[src/rtl/ccm_bank_pkg.sv]
package ccm_bank_pkg;

    localparam int unsigned WORD_W = 32;
    localparam int unsigned ADDR_W = 13;   // 0x8000 bytes / 4

    typedef enum logic [1:0] {
        OP_BASE = 2'd0,
        OP_SET  = 2'd1,
        OP_CLR  = 2'd2,
        OP_TOG  = 2'd3
    } alias_op_e;

    typedef enum logic [1:0] {
        WIN_NONE  = 2'd0,
        WIN_PLAIN = 2'd1,
        WIN_ALIAS = 2'd2
    } window_e;

    typedef enum logic [1:0] {
        ST_IDLE   = 2'd0,
        ST_RD_OK  = 2'd1,
        ST_RD_BAD = 2'd2,
        ST_WR_BAD = 2'd3
    } ccm_bus_state_e;

    // Base reset value of an aliased register (lock flag added separately)
    function automatic logic [WORD_W-1:0] alias_reset_base(input int unsigned slot);
        case (slot)
            0:       return 32'h0001_3063;
            1:       return 32'h0001_2000;
            2:       return 32'h0001_2000;
            3:       return 32'h0001_3001;
            4:       return 32'h0001_1006;
            5:       return 32'h0001_100C;
            6:       return 32'h0001_1001;
            7:       return 32'h1311_100C;
            8:       return 32'h1018_101B;
            default: return 32'h0000_0000;
        endcase
    endfunction

    // Reset value of a plain register: gate registers at the top are all ones
    function automatic logic [WORD_W-1:0] plain_reset(input int unsigned slot,
                                                      input int unsigned gate_first);
        return (slot >= gate_first) ? 32'hFFFF_FFFF : 32'h0000_0000;
    endfunction

endpackage

[src/rtl/ccm_addr_decode.sv]
module ccm_addr_decode
    import ccm_bank_pkg::*;
#(
    parameter int unsigned CTRL_WORDS = 32,
    parameter int unsigned ALIAS_REGS = 16,
    parameter int unsigned ALIAS_BASE = 'h1000,
    localparam int unsigned PIDX_W    = $clog2(CTRL_WORDS),
    localparam int unsigned AIDX_W    = $clog2(ALIAS_REGS),
    localparam int unsigned SPAN      = ALIAS_REGS * 4
) (
    input  logic [ADDR_W-1:0] addr,
    output window_e           win,
    output logic [PIDX_W-1:0] plain_idx,
    output logic [AIDX_W-1:0] alias_idx,
    output alias_op_e         op
);

    logic [ADDR_W-1:0] off;

    always_comb begin
        off = addr - ADDR_W'(ALIAS_BASE);
        if (addr < ADDR_W'(CTRL_WORDS)) begin
            win = WIN_PLAIN;
        end else if ((addr >= ADDR_W'(ALIAS_BASE)) && (off < ADDR_W'(SPAN))) begin
            win = WIN_ALIAS;
        end else begin
            win = WIN_NONE;
        end
        plain_idx = addr[PIDX_W-1:0];
        alias_idx = off[AIDX_W+1:2];
        op        = alias_op_e'(off[1:0]);
    end

endmodule

[src/rtl/ccm_plain_file.sv]
module ccm_plain_file
    import ccm_bank_pkg::*;
#(
    parameter int unsigned WORDS      = 32,
    parameter int unsigned GATE_FIRST = 24,
    localparam int unsigned PIDX_W    = $clog2(WORDS)
) (
    input  logic                          clk,
    input  logic                          rst,
    input  logic                          wr_stb,
    input  logic [PIDX_W-1:0]             idx,
    input  logic [WORD_W-1:0]             wdata,
    output logic [WORDS-1:0][WORD_W-1:0]  regs_q
);

    for (genvar g = 0; g < WORDS; g++) begin : g_word
        localparam logic [WORD_W-1:0] RST_VAL = plain_reset(g, GATE_FIRST);
        always_ff @(posedge clk) begin
            if (rst) begin
                regs_q[g] <= RST_VAL;
            end else if (wr_stb && (idx == PIDX_W'(g))) begin
                regs_q[g] <= wdata;
            end
        end
    end

endmodule

[src/rtl/ccm_alias_file.sv]
module ccm_alias_file
    import ccm_bank_pkg::*;
#(
    parameter int unsigned REGS     = 16,
    parameter int unsigned PLL_REGS = 7,
    parameter int unsigned LOCK_BIT = 31,
    localparam int unsigned AIDX_W  = $clog2(REGS)
) (
    input  logic                         clk,
    input  logic                         rst,
    input  logic                         wr_stb,
    input  logic [AIDX_W-1:0]            idx,
    input  alias_op_e                    op,
    input  logic [WORD_W-1:0]            wdata,
    output logic [REGS-1:0][WORD_W-1:0]  regs_q
);

    localparam logic [WORD_W-1:0] LOCK_MASK = WORD_W'(1) << LOCK_BIT;

    for (genvar g = 0; g < REGS; g++) begin : g_reg
        logic [WORD_W-1:0] rst_val;
        if (g < PLL_REGS) begin : g_pll
            assign rst_val = alias_reset_base(g) | LOCK_MASK;
        end else begin : g_other
            assign rst_val = alias_reset_base(g);
        end

        always_ff @(posedge clk) begin
            if (rst) begin
                regs_q[g] <= rst_val;
            end else if (wr_stb && (idx == AIDX_W'(g))) begin
                unique case (op)
                    OP_BASE: regs_q[g] <= wdata;
                    OP_SET:  regs_q[g] <= regs_q[g] | wdata;
                    OP_CLR:  regs_q[g] <= regs_q[g] & ~wdata;
                    OP_TOG:  regs_q[g] <= regs_q[g] ^ wdata;
                endcase
            end
        end
    end

endmodule

[src/rtl/ccm_regbank.sv]
module ccm_regbank
    import ccm_bank_pkg::*;
#(
    parameter int unsigned CTRL_WORDS     = 32,
    parameter int unsigned GATE_FIRST     = 24,
    parameter int unsigned ALIAS_REGS     = 16,
    parameter int unsigned PLL_REGS       = 7,
    parameter int unsigned LOCK_BIT       = 31,
    parameter int unsigned ALIAS_BYTE_OFS = 'h4000
) (
    input  logic              clk,
    input  logic              rst,
    input  logic [12:0]       addr,
    input  logic              rd_en,
    input  logic              wr_en,
    input  logic [31:0]       wdata,
    output logic [31:0]       rd_data,
    output logic              rd_valid,
    output logic              err
);

    localparam int unsigned ALIAS_BASE = ALIAS_BYTE_OFS / 4;
    localparam int unsigned PIDX_W     = $clog2(CTRL_WORDS);
    localparam int unsigned AIDX_W     = $clog2(ALIAS_REGS);

    window_e                             win;
    logic [PIDX_W-1:0]                   pidx;
    logic [AIDX_W-1:0]                   aidx;
    alias_op_e                           op;
    logic [CTRL_WORDS-1:0][WORD_W-1:0]   plain_q;
    logic [ALIAS_REGS-1:0][WORD_W-1:0]   alias_q;
    logic [WORD_W-1:0]                   rd_word;
    logic [WORD_W-1:0]                   hold_q;
    logic                                miss;
    ccm_bus_state_e                      state_q, state_d;

    ccm_addr_decode #(
        .CTRL_WORDS (CTRL_WORDS),
        .ALIAS_REGS (ALIAS_REGS),
        .ALIAS_BASE (ALIAS_BASE)
    ) dec_i (
        .addr      (addr),
        .win       (win),
        .plain_idx (pidx),
        .alias_idx (aidx),
        .op        (op)
    );

    assign miss = (win == WIN_NONE);

    ccm_plain_file #(
        .WORDS      (CTRL_WORDS),
        .GATE_FIRST (GATE_FIRST)
    ) plain_i (
        .clk    (clk),
        .rst    (rst),
        .wr_stb (wr_en && (win == WIN_PLAIN)),
        .idx    (pidx),
        .wdata  (wdata),
        .regs_q (plain_q)
    );

    ccm_alias_file #(
        .REGS     (ALIAS_REGS),
        .PLL_REGS (PLL_REGS),
        .LOCK_BIT (LOCK_BIT)
    ) alias_i (
        .clk    (clk),
        .rst    (rst),
        .wr_stb (wr_en && (win == WIN_ALIAS)),
        .idx    (aidx),
        .op     (op),
        .wdata  (wdata),
        .regs_q (alias_q)
    );

    // Read source: every alias word of a group maps onto its base register
    always_comb begin
        unique case (win)
            WIN_PLAIN: rd_word = plain_q[pidx];
            WIN_ALIAS: rd_word = alias_q[aidx];
            default:   rd_word = '0;
        endcase
    end

    // Captured at the request edge, before any same-cycle write lands
    always_ff @(posedge clk) begin
        if (rst) begin
            hold_q <= '0;
        end else if (rd_en && !miss) begin
            hold_q <= rd_word;
        end
    end

    // Bus response state machine
    always_comb begin
        if (rd_en && miss) begin
            state_d = ST_RD_BAD;
        end else if (rd_en) begin
            state_d = ST_RD_OK;
        end else if (wr_en && miss) begin
            state_d = ST_WR_BAD;
        end else begin
            state_d = ST_IDLE;
        end
    end

    always_ff @(posedge clk) begin
        if (rst) begin
            state_q <= ST_IDLE;
        end else begin
            state_q <= state_d;
        end
    end

    always_comb begin
        unique case (state_q)
            ST_IDLE: begin
                rd_valid = 1'b0;
                err      = 1'b0;
                rd_data  = '0;
            end
            ST_RD_OK: begin
                rd_valid = 1'b1;
                err      = 1'b0;
                rd_data  = hold_q;
            end
            ST_RD_BAD: begin
                rd_valid = 1'b1;
                err      = 1'b1;
                rd_data  = '0;
            end
            ST_WR_BAD: begin
                rd_valid = 1'b0;
                err      = 1'b1;
                rd_data  = '0;
            end
        endcase
    end

endmodule

[config.mk]
export PLATFORM = sky130hd
export DESIGN_NAME = ccm_regbank
export DESIGN_NICKNAME = d
export VERILOG_FILES = /design/src/rtl/ccm_bank_pkg.sv /design/src/rtl/ccm_addr_decode.sv /design/src/rtl/ccm_plain_file.sv /design/src/rtl/ccm_alias_file.sv /design/src/rtl/ccm_regbank.sv
export SDC_FILE = /design/constraint.sdc
export NUM_CORES = 2
export LEC_CHECK = 0
export BUFFER_PORTS_ARGS = -buffer_cell sky130_fd_sc_hd__buf_4
export CAP_MARGIN = 20
export CORE_ASPECT_RATIO = 1.4
export CORE_UTILIZATION = 65
export CTS_BUF_LIST = sky130_fd_sc_hd__clkbuf_16
export DETAILED_ROUTE_END_ITERATION = 12
export PLACE_DENSITY = 0.89
export RECOVER_POWER = 50
export SYNTH_ARGS = -nofsm -noshare
export SYNTH_HDL_FRONTEND = slang
export SYNTH_SLANG_ARGS = --single-unit
[constraint.sdc]
create_clock -name clk -period 3.1 [get_ports clk]
set_input_delay 0.31 -clock clk [delete_from_list [all_inputs] [get_ports clk]]
set_output_delay 0.31 -clock clk [all_outputs]
set_load 0.05 [all_outputs]
==> impl_metrics.csv <==
group,metric,value,unit
timing,fin_ws,-0.00375,ns
die,io_pins,83,
timing,grt_setup_unrepaired,"false",
logic_synthesis,postSynthCellCount,10400,
logic_synthesis,synth_flop_cell,"dfxtp_1",
logic_synthesis,synth-edff-count,0,
layout,fillers,9478,
timing,clock_skew,0.0266,ns
power_and_ir_drop,switchingPower,11500,uW
timing,fin_crit_sh,1.00,
timing,worst_slew_pin_slew,2.13,ns
critical_path,cp_max_fo,40,
logic_synthesis,yosysUniqueCellTypes,53,
layout,nets,11000,
power_and_ir_drop,power.clock.fraction,0.430,
global_route,track_usage,0.407,
logic_synthesis,synthArstFlopShare,0,
placed_design,post_dp_cell_area,97100,um^2
detailed_routing,first_pass_iters,9,
clock_network,post_cts_resized,0,
critical_path,worstPathRequired,3.81,ns
layout,stdcell_count,12000,
critical_path,path_class,"in -> reg",
detailed_routing,vias,85000,
logic_synthesis,syn_nets,11500,
clock_network,cts_buffer_depth,3,
detailed_routing,drt-total-wl,307000,um
placed_design,io_buffers,82,
placed_design,gp_congestion,0.913,
clock_network,clkSinkCount,1570,
clock_network,clk_latency,0.84,ns
power_and_ir_drop,intPower,31500,uW
power_and_ir_drop,power_density,423,nW/um^2
min_path,worstHoldPathType,"in -> reg",
power_and_ir_drop,swShare,0.267,
clock_network,post_cts_buffers,0,
timing,finalSetupTns,-0.00375,ns
global_route,overflow,0,
timing,finalCriticalPeriod,3.10,ns
clock_network,clkTransAtPathRegs,0.06,ns
logic_synthesis,ys_seq_area_frac,0.333,
global_route,grt_pass1_wl,472000,um
clock_network,htreeDepth,4,
clock_network,cts_buffers,147,
timing,hold_violations,0,
placed_design,dp_hpwl,178000,um
timing,fmax,322,MHz
global_route,antenna_found_initial,17,
logic_synthesis,synth_top_area_frac,0.333,
logic_synthesis,synthTopCellsByArea,"dfxtp_1 (33%), ha_1 (14%), a211oi_1 (9.7%)",
status,violations,"capacitance limit, slew limit, setup timing",
die,dieArea,147000,um^2
detailed_routing,ant_nets,0,
power_and_ir_drop,power.leakage,0.0368,uW
logic_synthesis,netlist_area,94300,um^2
placed_design,dp_cells,11700,
layout,fin_area,102000,um^2
die,row_count,165,
detailed_routing,routedWlPerCell,25.5,um
status,status,"complete, but fails checks",
layout,syn2layout_area_growth,7.73,%
global_route,grt_max_degree,224,
power_and_ir_drop,seqPwrFrac,0.469,
die,die_w,324,um
die,die_h,453,um
logic_synthesis,synth-seq-cells,1570,
die,initial_core_util,0.654,
power_and_ir_drop,power_frac_comb,0.101,
logic_synthesis,post-synth-top-area-cell,"dfxtp_1",
critical_path,worstSetupStartpointType,"input port",
logic_synthesis,yosys_warnings,0,
critical_path,critPathCaptureType,"flop",
timing,setup_viol,1,
detailed_routing,via_per_inst,7.08,
clock_network,cts_tree,"yes",
clock_network,root_buffer,"clkbuf_16",
power_and_ir_drop,ir_worst_vdd,0.695,mV
logic_synthesis,syn-mean-instance-area,9.07,um^2
timing,slew_violations,230,
global_route,grt_pass1_vias,85900,
timing,relSlewSlack,-0.421,
detailed_routing,route.detailed.drc,0,
layout,drive_above_1_share,0.152,
detailed_routing,first_iter_violations,12700,
die,core_area,144000,um^2
job,drv_cap,3,
critical_path,critPathArrivalTime,3.81,ns
cells by family (layout without fill, tap and decap cells):
group / after synthesis / count (layout) / synth area share
AOI/OAI and AO/OA: 2867 / 2867 / 0.203
adders and majority gates: 1027 / 1027 / 0.136
buffers and inverters: 1598 / 1285 / 0.0669
DFF: 1570 / 1570 / 0.333
muxes: 1025 / 1025 / 0.157
other: 0 / 4 / 0
and+or+nand+nor: 2313 / 2313 / 0.103
power by group through the flow:
| stage | combinational [uW] | clock [uW] | sequential, uW |
|---|---|---|---|
| 2_1_floorplan | 2860 | 0 | 20600 |
| 3_3_place_gp | 3870 | 0 | 20600 |
| 3_5_place_dp | 4080 | 0 | 20600 |
| 4_1_cts | 4180 | 18300 | 20200 |
| 5_1_grt | 4570 | 19200 | 20200 |
| 6_report | 4360 | 18500 | 20200 |
registers in the layout (all words and copies together), names as in the netlist:
name	count
hold_q	32
alias_i.regs_q	512
plain_i.regs_q	1024
state_q	2
synth_stat cells, types with 6 or more instances:
master     number
nor2_2          6
nor2_1        390
buf_2         215
mux2i_1       197
dfxtp_1      1570
nand2_1      1542
inv_1         550
a2111oi_0      58
a211oi_1     1217
or2_2          26
mux4_2        314
and2_1         37
a22oi_1        62
clkbuf_1      761
o21ai_0         8
a211o_1       305
buf_4          11
nand4_1         8
buf_1          61
mux2_2        514
o31ai_1        29
nor2b_1       264
ha_1         1027
o22ai_1        60
a21oi_1      1111
worst max-delay path, cell delays in order:
cell and delay, ns:
dlygate4sd3_1 0.63, clkbuf_1 0.37, and2_0 0.32, nand4_4 0.13
clkbuf_1 0.25, nor3_1 0.27, buf_2 1.02, nor2_1 0.16
a211oi_1 0.29
cell type report:
class / count / area [um^2] / area share
Multi-Input combinational cell: 7232 / 56600 / 0.558
Inverter: 550 / 2060 / 0.0203
Sequential cell: 1570 / 31400 / 0.309
Timing Repair Buffer: 466 / 4330 / 0.0426
Antenna cell: 4 / 10.0 / 0.0000985
Tap cell: 1920 / 2400 / 0.0236
Clock inverter: 120 / 985 / 0.00969
Clock buffer: 149 / 3730 / 0.0367
per-stage QoR:
step	hold WS [ns]	setup WS, ns	power, uW	util
finish	0.0302	-0.00375	43000	0.705
global placement	0.434	0.0926	24500	0.673
global route	0.0587	0.0356	43900	0.705
floorplan	0.429	0.673	23500	-
detailed placement	0.441	0.0988	24700	0.674
CTS	0.0268	0.172	42700	0.708
final timing paths:
| kind | from | end | slack (ns) | depth (start not counted) |
|---|---|---|---|---|
| worst max-delay path | wr_en | alias_i.regs_q[419] | -0.004 | 9 |
| worst max register to register | plain_i.regs_q[765] | hold_q[29] | 0.67 | 6 |
| worst min register to register | plain_i.regs_q[705] | plain_i.regs_q[705] | 0.45 | 2 |
| worst min-delay path | addr[12] | state_q[1] | 0.03 | 4 |
cells in the final DEF (no fill, tap or decap), types with 27 or more instances in the layout:
cell / count
o31ai_1: 29
clkinv_1: 37
nor2b_1: 261
mux2_2: 514
nand2_1: 1542
a211o_1: 305
dfxtp_1: 1570
buf_4: 303
a21oi_1: 1111
a211oi_1: 1217
o22ai_1: 60
buf_12: 64
mux2i_1: 197
a2111oi_0: 56
ha_1: 1026
clkbuf_16: 149
inv_1: 567
mux4_2: 314
dlygate4sd3_1: 27
clkinv_2: 31
nor2_1: 370
and2_1: 34
a22oi_1: 62
repair_timing:
item | in CTS | in global routing
hold buffers | 27 | 0
endpoints found under the setup margin | 0 | 0
endpoints found under the hold margin | 433 | 0
per-layer routing:
layer / GRT usage / vias up / share of wire
li1: - / 36100 / -
met4: 0.330 / 22 / 0.092
met2: 0.633 / 6452 / 0.45
met5: 0 / - / 0.00047
met1: 0.467 / 40300 / 0.34
met3: 0.112 / 2186 / 0.12
No activity file was read; power rests on OpenSTA's default activity.
